**src/rtl/rxr_pkg.sv**
```systemverilog
package rxr_pkg;
  localparam int DW       = 32;
  localparam int SZ_W     = 3;
  localparam int OFF_W    = 6 + (1 << SZ_W) - 1;
  localparam int LEN_W    = 12;
  localparam int USED_BIT = 0;
  localparam int WRAP_BIT = 1;
  localparam int SOF_BIT  = 14;
  localparam int EOF_BIT  = 15;

  typedef enum logic [2:0] {
    ST_IDLE, ST_FETCH, ST_CHECK, ST_DATA, ST_WSTAT, ST_WADDR, ST_DROP
  } rx_state_e;

  // Index of the final byte in a buffer of 64 << code bytes.
  function automatic logic [OFF_W-1:0] last_off(input logic [SZ_W-1:0] code);
    return OFF_W'((32'd64 << code) - 32'd1);
  endfunction

  // Status word written back for one buffer.
  function automatic logic [DW-1:0] status_word(input logic sof, input logic eof,
                                                input logic [LEN_W-1:0] len);
    logic [DW-1:0] w;
    w = '0;
    w[SOF_BIT] = sof;
    w[EOF_BIT] = eof;
    if (eof) w[LEN_W-1:0] = len;
    return w;
  endfunction
endpackage

```
**src/rtl/rxr_ptr.sv**
```systemverilog
module rxr_ptr #(
  parameter int AW = 32
) (
  input  logic          clk,
  input  logic          rst_n,
  input  logic          load_base,
  input  logic [AW-1:0] base,
  input  logic          advance,
  input  logic          wrap,
  output logic [AW-1:0] ptr,
  output logic          adv_wrap
);
  localparam logic [AW-1:0] DESC_STRIDE = AW'(8);

  assign adv_wrap = advance && wrap;

  always_ff @(posedge clk) begin
    if (!rst_n)         ptr <= '0;
    else if (load_base) ptr <= base;
    else if (advance)   ptr <= wrap ? base : ptr + DESC_STRIDE;
  end


  wrap_to_base_chk: assert property (@(posedge clk) disable iff (!rst_n)
    adv_wrap |=> (ptr == base));


  stride_step_chk: assert property (@(posedge clk) disable iff (!rst_n)
    (advance && !wrap && !load_base) |=> (ptr == $past(ptr) + DESC_STRIDE));
endmodule

```
**src/rtl/rxr_fill.sv**
```systemverilog
module rxr_fill
  import rxr_pkg::*;
(
  input  logic             clk,
  input  logic             rst_n,
  input  logic             frame_clr,
  input  logic             buf_clr,
  input  logic             step,
  input  logic [SZ_W-1:0]  size_code,
  output logic [OFF_W-1:0] off,
  output logic [LEN_W-1:0] len,
  output logic             at_end
);
  assign at_end = (off == last_off(size_code));

  always_ff @(posedge clk) begin
    if (!rst_n) begin
      off <= '0;
      len <= '0;
    end else begin
      if (buf_clr)   off <= '0;
      else if (step) off <= off + 1'b1;
      if (frame_clr) len <= '0;
      else if (step) len <= len + 1'b1;
    end
  end


  off_in_buf_chk: assert property (@(posedge clk) disable iff (!rst_n)
    step |-> (off <= last_off(size_code)));
endmodule

```
**src/rtl/rx_ring_writer.sv**
```systemverilog
module rx_ring_writer
  import rxr_pkg::*;
#(
  parameter int AW = 32
) (
  input  logic            clk,
  input  logic            rst_n,
  input  logic            rx_en,
  input  logic [AW-1:0]   ring_base,
  input  logic [SZ_W-1:0] size_code,
  input  logic            in_valid,
  input  logic [7:0]      in_data,
  input  logic            in_sof,
  input  logic            in_eof,
  output logic            in_ready,
  output logic            desc_rd,
  output logic            desc_wr,
  output logic [AW-1:0]   desc_addr,
  output logic [DW-1:0]   desc_wdata,
  input  logic [DW-1:0]   desc_rdata,
  output logic            buf_we,
  output logic [AW-1:0]   buf_addr,
  output logic [7:0]      buf_wdata,
  output logic            bna_pulse
);
  localparam logic [AW-1:0] STAT_OFS = AW'(4);

  rx_state_e        st;
  logic             first_buf, last_buf, buf_wrap;
  logic [AW-1:0]    buf_base, ptr;
  logic [OFF_W-1:0] off;
  logic [LEN_W-1:0] len;
  logic             at_end, adv_wrap, take;
  logic             frame_start, buf_done, owned_hit;
  logic [DW-1:0]    addr_word;

  // Named internal events
  assign take        = in_valid && in_ready;
  assign frame_start = (st == ST_IDLE) && rx_en && in_valid && in_sof;
  assign owned_hit   = (st == ST_CHECK) && desc_rdata[USED_BIT];
  assign buf_done    = (st == ST_DATA) && take && (in_eof || at_end);

  rxr_ptr #(.AW(AW)) u_ptr (
    .clk      (clk),
    .rst_n    (rst_n),
    .load_base((st == ST_IDLE) && !rx_en),
    .base     (ring_base),
    .advance  (st == ST_WADDR),
    .wrap     (buf_wrap),
    .ptr      (ptr),
    .adv_wrap (adv_wrap)
  );

  rxr_fill u_fill (
    .clk      (clk),
    .rst_n    (rst_n),
    .frame_clr(frame_start),
    .buf_clr  (st == ST_CHECK),
    .step     ((st == ST_DATA) && take),
    .size_code(size_code),
    .off      (off),
    .len      (len),
    .at_end   (at_end)
  );

  always_comb begin
    addr_word           = DW'(buf_base);
    addr_word[WRAP_BIT] = buf_wrap;
    addr_word[USED_BIT] = 1'b1;
  end

  always_comb begin
    in_ready   = 1'b0;
    desc_rd    = 1'b0;
    desc_wr    = 1'b0;
    desc_addr  = ptr;
    desc_wdata = '0;
    buf_we     = 1'b0;
    case (st)
      ST_IDLE:  in_ready = !rx_en || !in_sof;
      ST_FETCH: desc_rd = 1'b1;
      ST_DATA: begin
        in_ready = 1'b1;
        buf_we   = in_valid;
      end
      ST_WSTAT: begin
        desc_wr    = 1'b1;
        desc_addr  = ptr + STAT_OFS;
        desc_wdata = status_word(first_buf, last_buf, len);
      end
      ST_WADDR: begin
        desc_wr    = 1'b1;
        desc_wdata = addr_word;
      end
      ST_DROP:  in_ready = 1'b1;
      default:  in_ready = 1'b0;
    endcase
  end

  assign buf_addr  = buf_base + AW'(off);
  assign buf_wdata = in_data;
  assign bna_pulse = owned_hit;

  always_ff @(posedge clk) begin
    if (!rst_n) begin
      st        <= ST_IDLE;
      first_buf <= 1'b0;
      last_buf  <= 1'b0;
      buf_wrap  <= 1'b0;
      buf_base  <= '0;
    end else begin
      case (st)
        ST_IDLE: if (frame_start) begin
          st        <= ST_FETCH;
          first_buf <= 1'b1;
        end
        ST_FETCH: st <= ST_CHECK;
        ST_CHECK: begin
          if (owned_hit) st <= ST_DROP;
          else begin
            buf_base <= AW'({desc_rdata[DW-1:2], 2'b00});
            buf_wrap <= desc_rdata[WRAP_BIT];
            st       <= ST_DATA;
          end
        end
        ST_DATA: if (buf_done) begin
          last_buf <= in_eof;
          st       <= ST_WSTAT;
        end
        ST_WSTAT: st <= ST_WADDR;
        ST_WADDR: begin
          first_buf <= 1'b0;
          st        <= last_buf ? ST_IDLE : ST_FETCH;
        end
        ST_DROP: if (take && in_eof) st <= ST_IDLE;
        default: st <= ST_IDLE;
      endcase
    end
  end


  stat_then_addr_chk: assert property (@(posedge clk) disable iff (!rst_n)
    (desc_wr && desc_addr[2]) |=> (desc_wr && !desc_addr[2] && desc_wdata[USED_BIT]));


  bna_single_chk: assert property (@(posedge clk) disable iff (!rst_n)
    bna_pulse |=> (!bna_pulse && !desc_wr && !buf_we));


  fetch_gap_chk: assert property (@(posedge clk) disable iff (!rst_n)
    desc_rd |=> (!buf_we && !desc_rd));


  idle_quiet_chk: assert property (@(posedge clk) disable iff (!rst_n)
    ($past(st == ST_IDLE) && $past(!rx_en)) |-> (!desc_rd && !desc_wr && !buf_we));


  reset_quiet_chk: assert property (@(posedge clk)
    !rst_n |=> (!desc_rd && !desc_wr && !buf_we && !bna_pulse));
endmodule

```
**config.mk**
```make
export PLATFORM = sky130hd
export DESIGN_NAME = rx_ring_writer
export DESIGN_NICKNAME = d
export VERILOG_FILES = /design/src/rtl/rxr_pkg.sv /design/src/rtl/rxr_ptr.sv /design/src/rtl/rxr_fill.sv /design/src/rtl/rx_ring_writer.sv
export SDC_FILE = /design/constraint.sdc
export NUM_CORES = 1
export LEC_CHECK = 0
export CAP_MARGIN = 25
export CORE_ASPECT_RATIO = 1.1
export CORE_UTILIZATION = 35
export CTS_CLUSTER_DIAMETER = 150
export DETAILED_ROUTE_END_ITERATION = 10
export HOLD_SLACK_MARGIN = 0.08
export RECOVER_POWER = 50
export SETUP_SLACK_MARGIN = 0.05
export SYNTH_ARGS = -nofsm -noshare
export SYNTH_HDL_FRONTEND = slang
export SYNTH_SLANG_ARGS = --single-unit
```
**constraint.sdc**
```tcl
create_clock -name clk -period 2.4 [get_ports clk]
set_clock_uncertainty 0.1 [all_clocks]
set_input_delay 0.36 -clock clk [delete_from_list [all_inputs] [get_ports clk]]
set_output_delay 0.36 -clock clk [all_outputs]
set_load 0.02 [all_outputs]
```
Word-level counts from Yosys, hierarchy flattened
Index checks and enable logic that the tools add are counted.
Storage, ports and cells
  input port bits: 81
  logic and storage cells: 69
  output and inout bits: 109
  register bits after elaboration: 93
Cells by class
  $add $sub $neg: 6
  multiplexer cells: 18
  eq/ne operators: 10
  reduce and logical (&&, ||, !) cells: 24
  bitwise operators: 2
  shift-type cells: 1
Operators by type and width (number)
  32-bit 2-to-1 mux: 4
  32-bit case mux with 2 select lines: 1
  32-bit by 13-bit adder with 32-bit output: 1
  32-bit by 3-bit adder with 32-bit output, second input constant: 1
  32-bit by 4-bit adder with 32-bit output, second input constant: 1
  3-bit case mux with 7 select lines: 1
  13-bit by 1-bit adder with 13-bit output, second input constant: 1
  13-bit == test: 1
  7-bit by 3-bit left shift with 13-bit output, first input constant: 1
  13-bit by 1-bit subtractor with 13-bit output, second input constant: 1
  12-bit by 1-bit adder with 12-bit output, second input constant: 1
  12-bit 2-to-1 mux: 1
  3-bit 2-to-1 mux: 4
  3-bit == test, second input constant: 3
  1-bit logical AND: 9
  2-bit OR reduction: 4
  3-bit by 2-bit == test with 1-bit output, second input constant: 2
  2-bit != test, second input constant: 3
  2-bit AND reduction: 3
  1-bit 2-to-1 mux: 5
  1-bit case mux with 2 select lines: 2
  2-bit nonzero test: 2
  3-bit by 1-bit == test with 1-bit output, second input constant: 1
  3-bit logical NOT: 1
  4 further kinds: 7

Depth between registers and ports, before layout
  depth after elaboration: 8
  mapped depth: 9
  mapped depth without buffers: 8

Hierarchy
A second synthesis with hierarchy kept.
Unflattened totals
  cells, all modules: 826
  area, all modules: 6334.8 sq um
By module, submodules not included
  rx_ring_writer: instances 1, area each 3138.0 sq um, cells an instance 431
  rxr_ptr: instances 1, area each 1968.1 sq um, cells an instance 253
  rxr_fill: instances 1, area each 1228.7 sq um, cells an instance 142

Least setup slack after synthesis
No wires, ideal clock.
  kind: reg2out
  start: register u_fill.off[6]
  end: output buf_addr[25]
  cell stages (with the launch flop): 9
  required time: 1.940 ns
  buffers on the path: 1
  setup slack: -0.236 ns
  arrival: 2.176 ns
  cells stage by stage: dfxtp_1 > ha_1 > buf_2 > nand3_1 > o211ai_2 > a31oi_1 > o32ai_4 > nand4_1 > xnor2_1
Between the ends
  longest elaborated chain between the ends: 1
Ends and longest elaborated chain
  start: declaration: RTL line rxr_fill.sv:10  | output logic [OFF_W-1:0] off,
  start signal: assignment: RTL line rxr_fill.sv:22  | else if (step) off <= off + 1'b1;
  32-bit by 13-bit adder with 32-bit output: RTL line rx_ring_writer.sv:100  | assign buf_addr = buf_base + AW'(off);
  end: declaration: RTL line rx_ring_writer.sv:22  | output logic [AW-1:0] buf_addr,
Every way passes these cells.

Worst setup path in the final report
  start: register u_fill.off[2]
  end: output buf_addr[26]
Same word-level chain as after synthesis.

==> results.ini <==
[timing]
final_max_slew_viol_count=0
tightestPinTransition_ps=928
setup_slack_ps=-480
rsz0062_at_grt=true
finalHoldViolCount=0
slew_headroom_pct=38.2
min_period_ps=2880
timing.final.crit_share_pct=120
max_freq_ghz=0.347
setup_viol=87

[worst_hold_path]
hp-class=input port to flip-flop

[synth]
ys.flop_type=dfxtp_1
async_flop_share_pct=0
synth_top_family_by_area=simple AND/OR/NAND/NOR gates
yosys-mux-area-fraction_pct=0.657
synth_cells=827
postSynthAreaPerCell_um2=7.60
synth.cell_area_mm2=0.00628
synth_xor_xnor_area_share_pct=11.2
synthTopCellsByCount=nand2_1 (145), dfxtp_1 (93), nor2_1 (63)
ys_warn_count=0
synth_compound_area_share_pct=20.6
synth_simple_gate_area_share_pct=28.9
synth.lib_cells_used.distinct=66
post-synth-top-count-cell=nand2_1
yosysTopAreaCellShare_pct=29.6
ys_ff_latch=93
synth_edf_count=0
yosysTopAreaCell=dfxtp_1
yosys-top-cells-area=dfxtp_1 (30%), nand2_1 (8.7%), xnor2_1 (7.0%), a21boi_0 (4.8%), xor2_1 (4.2%)
seq_area_frac_synth_pct=29.6
synth-adder-area-share_pct=3.31
synth_fp_nets=924

[worst_setup_path]
startpoint_type=flip-flop
crit_chain=ha_4 > fa_2 > a21o_1 > a31o_4 > a21oi_4 > o21ai_2 > buf_6 > nand3_4 > xnor2_2 > buf_4
cp_num_buf_inv=2
cp_top_family=compound AO/OA/AOI/OAI gates
critPathKind=flip-flop to output pin
worstPathArrival_ps=2420
max_stage_delay_ps=350
slowest_stage=fa_2
path_max_fanout=8
cp-end-kind=output pin
crit_required_ps=1940

[die]
die_area_mm2=0.0185
ioPinCount=190
die_h_um=143
chipWidth_um=130
initial_core_util_pct=35.7
coreArea_mm2=0.0176
rows=51

[detailed_routing]
drt_iter0_markers=341
via_per_inst=5.06
drt-wirelength-per-cell_um=16.0
drcViolationCount=0
wl_um=22200
postRouteAntennaNets=0
dr.pass1.iters=4
route.vias.total=7017

[clock_network]
cts_sinks=93
tritoncts=yes
htree_levels=3
clk-insertion-delay-late_ps=360
clockBufferDepth=2
cts-root-buf=clkbuf_16
clk_pin_slew_worst_paths_ps=80
cts.hold.buffers_added=0
numCtsBuffers=9

[pwr]
intPower_mw=4.15
worst_ir_drop_vdd_uv=416
power.total_mw=6.75
switching_power_mw=2.59
p_sw_share_pct=38.5
p_leak_nw=4.82
clkPwrFrac_pct=24.2
seqPwrFrac_pct=28.3
pwr-share-comb_pct=47.5
power_density_mw_per_mm2=636

[outcome]
violations=setup timing
status=finished with violations

[global_route]
antenna_found_initial=1
grt_pass1_wl_um=34300
gr-usage-all-layers_pct=23.9
grt_pass1_vias=6891
grt_overflow=0
grt_max_degree=40

[cells_and_area]
layout-area-overhead-vs-synth_pct=68.9
num_antenna_cells=0
layout.nets=1242
fin_area_mm2=0.0106
drive_above_1_share_pct=35.9

[placed_design]
routabilityCongestion=0.887
hpwl_um=15800
place_area_mm2=0.00953
port-buffer-count=173

[job]
max-cap-violations=0

==> power groups by stage <==
stage / registers (mW) / logic (mW) / clock network, mW
6_report: 1.91 / 3.20 / 1.63
5_1_grt: 1.93 / 3.47 / 1.73
4_1_cts: 1.91 / 3.12 / 1.66
3_5_place_dp: 1.91 / 3.07 / 0
3_3_place_gp: 1.91 / 3.05 / 0
2_1_floorplan: 1.96 / 1.63 / 0
==> kinds of logic (layout without fill, tap and decap cells) <==
family | after synthesis | count (layout)
xor gates and xnor gates | 80 | 80
AOI/OAI and AO/OA | 192 | 192
buffers and inverters | 76 | 399
muxes | 4 | 4
DFF | 93 | 93
adders and majority gates | 16 | 16
and+or+nand+nor | 366 | 366
==> metal layers <==
metal / up-vias / track usage [%] / part of all wire (%)
met5: - / 0 / 0.072
met2: 184 / 42.4 / 50
met4: 2 / 8.08 / 1.9
met3: 26 / 2.63 / 4.4
li1: 3528 / - / -
met1: 3277 / 29.7 / 44
==> state kept, by name (all words and copies together), names as in the netlist <==
| name | count |
|---|---|
| u_ptr.ptr | 32 |
| buf_base | 30 |
| u_fill.off | 13 |
| u_fill.len | 12 |
| st | 3 |
| buf_wrap | 1 |
| first_buf | 1 |
| last_buf | 1 |
==> final timing paths <==
kind                               from                   endpoint  slack (ps)  depth (start not counted)
max          u_fill.off[2]$_SDFFE_PP0P_               buf_addr[26]        -480                         10
min                               rst_n  u_ptr.ptr[0]$_SDFFE_PN0P_         340                          2
max reg2reg          st[0]$_SDFFE_PN0P_         st[0]$_SDFFE_PN0P_        -280                          8
min reg2reg   u_ptr.ptr[1]$_SDFFE_PN0P_  u_ptr.ptr[1]$_SDFFE_PN0P_         370                          2
==> what timing repair did <==
item / CTS / global route
pin swaps: 47 / 52
gates resized for setup: 409 / 106
endpoints found under the hold margin: 0 / 0
cloned: 1 / 1
setup endpoints to repair: 96 / 70
setup buffers: 22 / 21
==> worst register-to-register path: cells and delay by family (launching register included) <==
family | cells | cell delay (ps)
AO/OA/AOI/OAI | 2 | 380
buffers and inverters | 2 | 860
flip-flops | 1 | 420
AND/OR/NAND/NOR | 4 | 820
==> layout make-up <==
cell class | instances | area [um^2]
fillers | 1612 | 7000
repair buffers | 372 | 3180
flip-flops and latches | 93 | 1880
well taps | 238 | 298
clock inverters | 5 | 82.6
multi-input cells | 658 | 4880
clock buffers | 11 | 253
inverters | 11 | 41.3
==> layout by cell type (no fill, tap or decap), types with 11 or more instances in the layout <==
master and count:
a21boi_0 40, a21oi_1 37, a22o_1 13, and2_1 12
and3_1 34, buf_4 204, buf_6 30, clkbuf_2 17
clkdlybuf4s50_1 71, dfxtp_1 82, dlygate4sd2_1 27, inv_1 11
nand2_1 134, nand3_1 19, nand4_1 15, nor2_1 50
nor2_4 11, o21ai_0 34, xnor2_1 18, xnor2_2 31
xor2_1 28
==> stage by stage <==
step / hold WS [ps] / std cells / util [%] / setup slack (ps) / setup TNS [ps]
floorplan: 339 / 827 / - / -157 / -1060
global placement: 356 / 1341 / 54.1 / -654 / -20270
detailed placement: 361 / 1341 / 54.1 / -671 / -20690
CTS: 327 / 1378 / 58.4 / -525 / -13670
global route: 337 / 1388 / 60.3 / -526 / -30930
finish: 337 / 1388 / 60.3 / -480 / -19530
(Power assumes the default switching activity.)
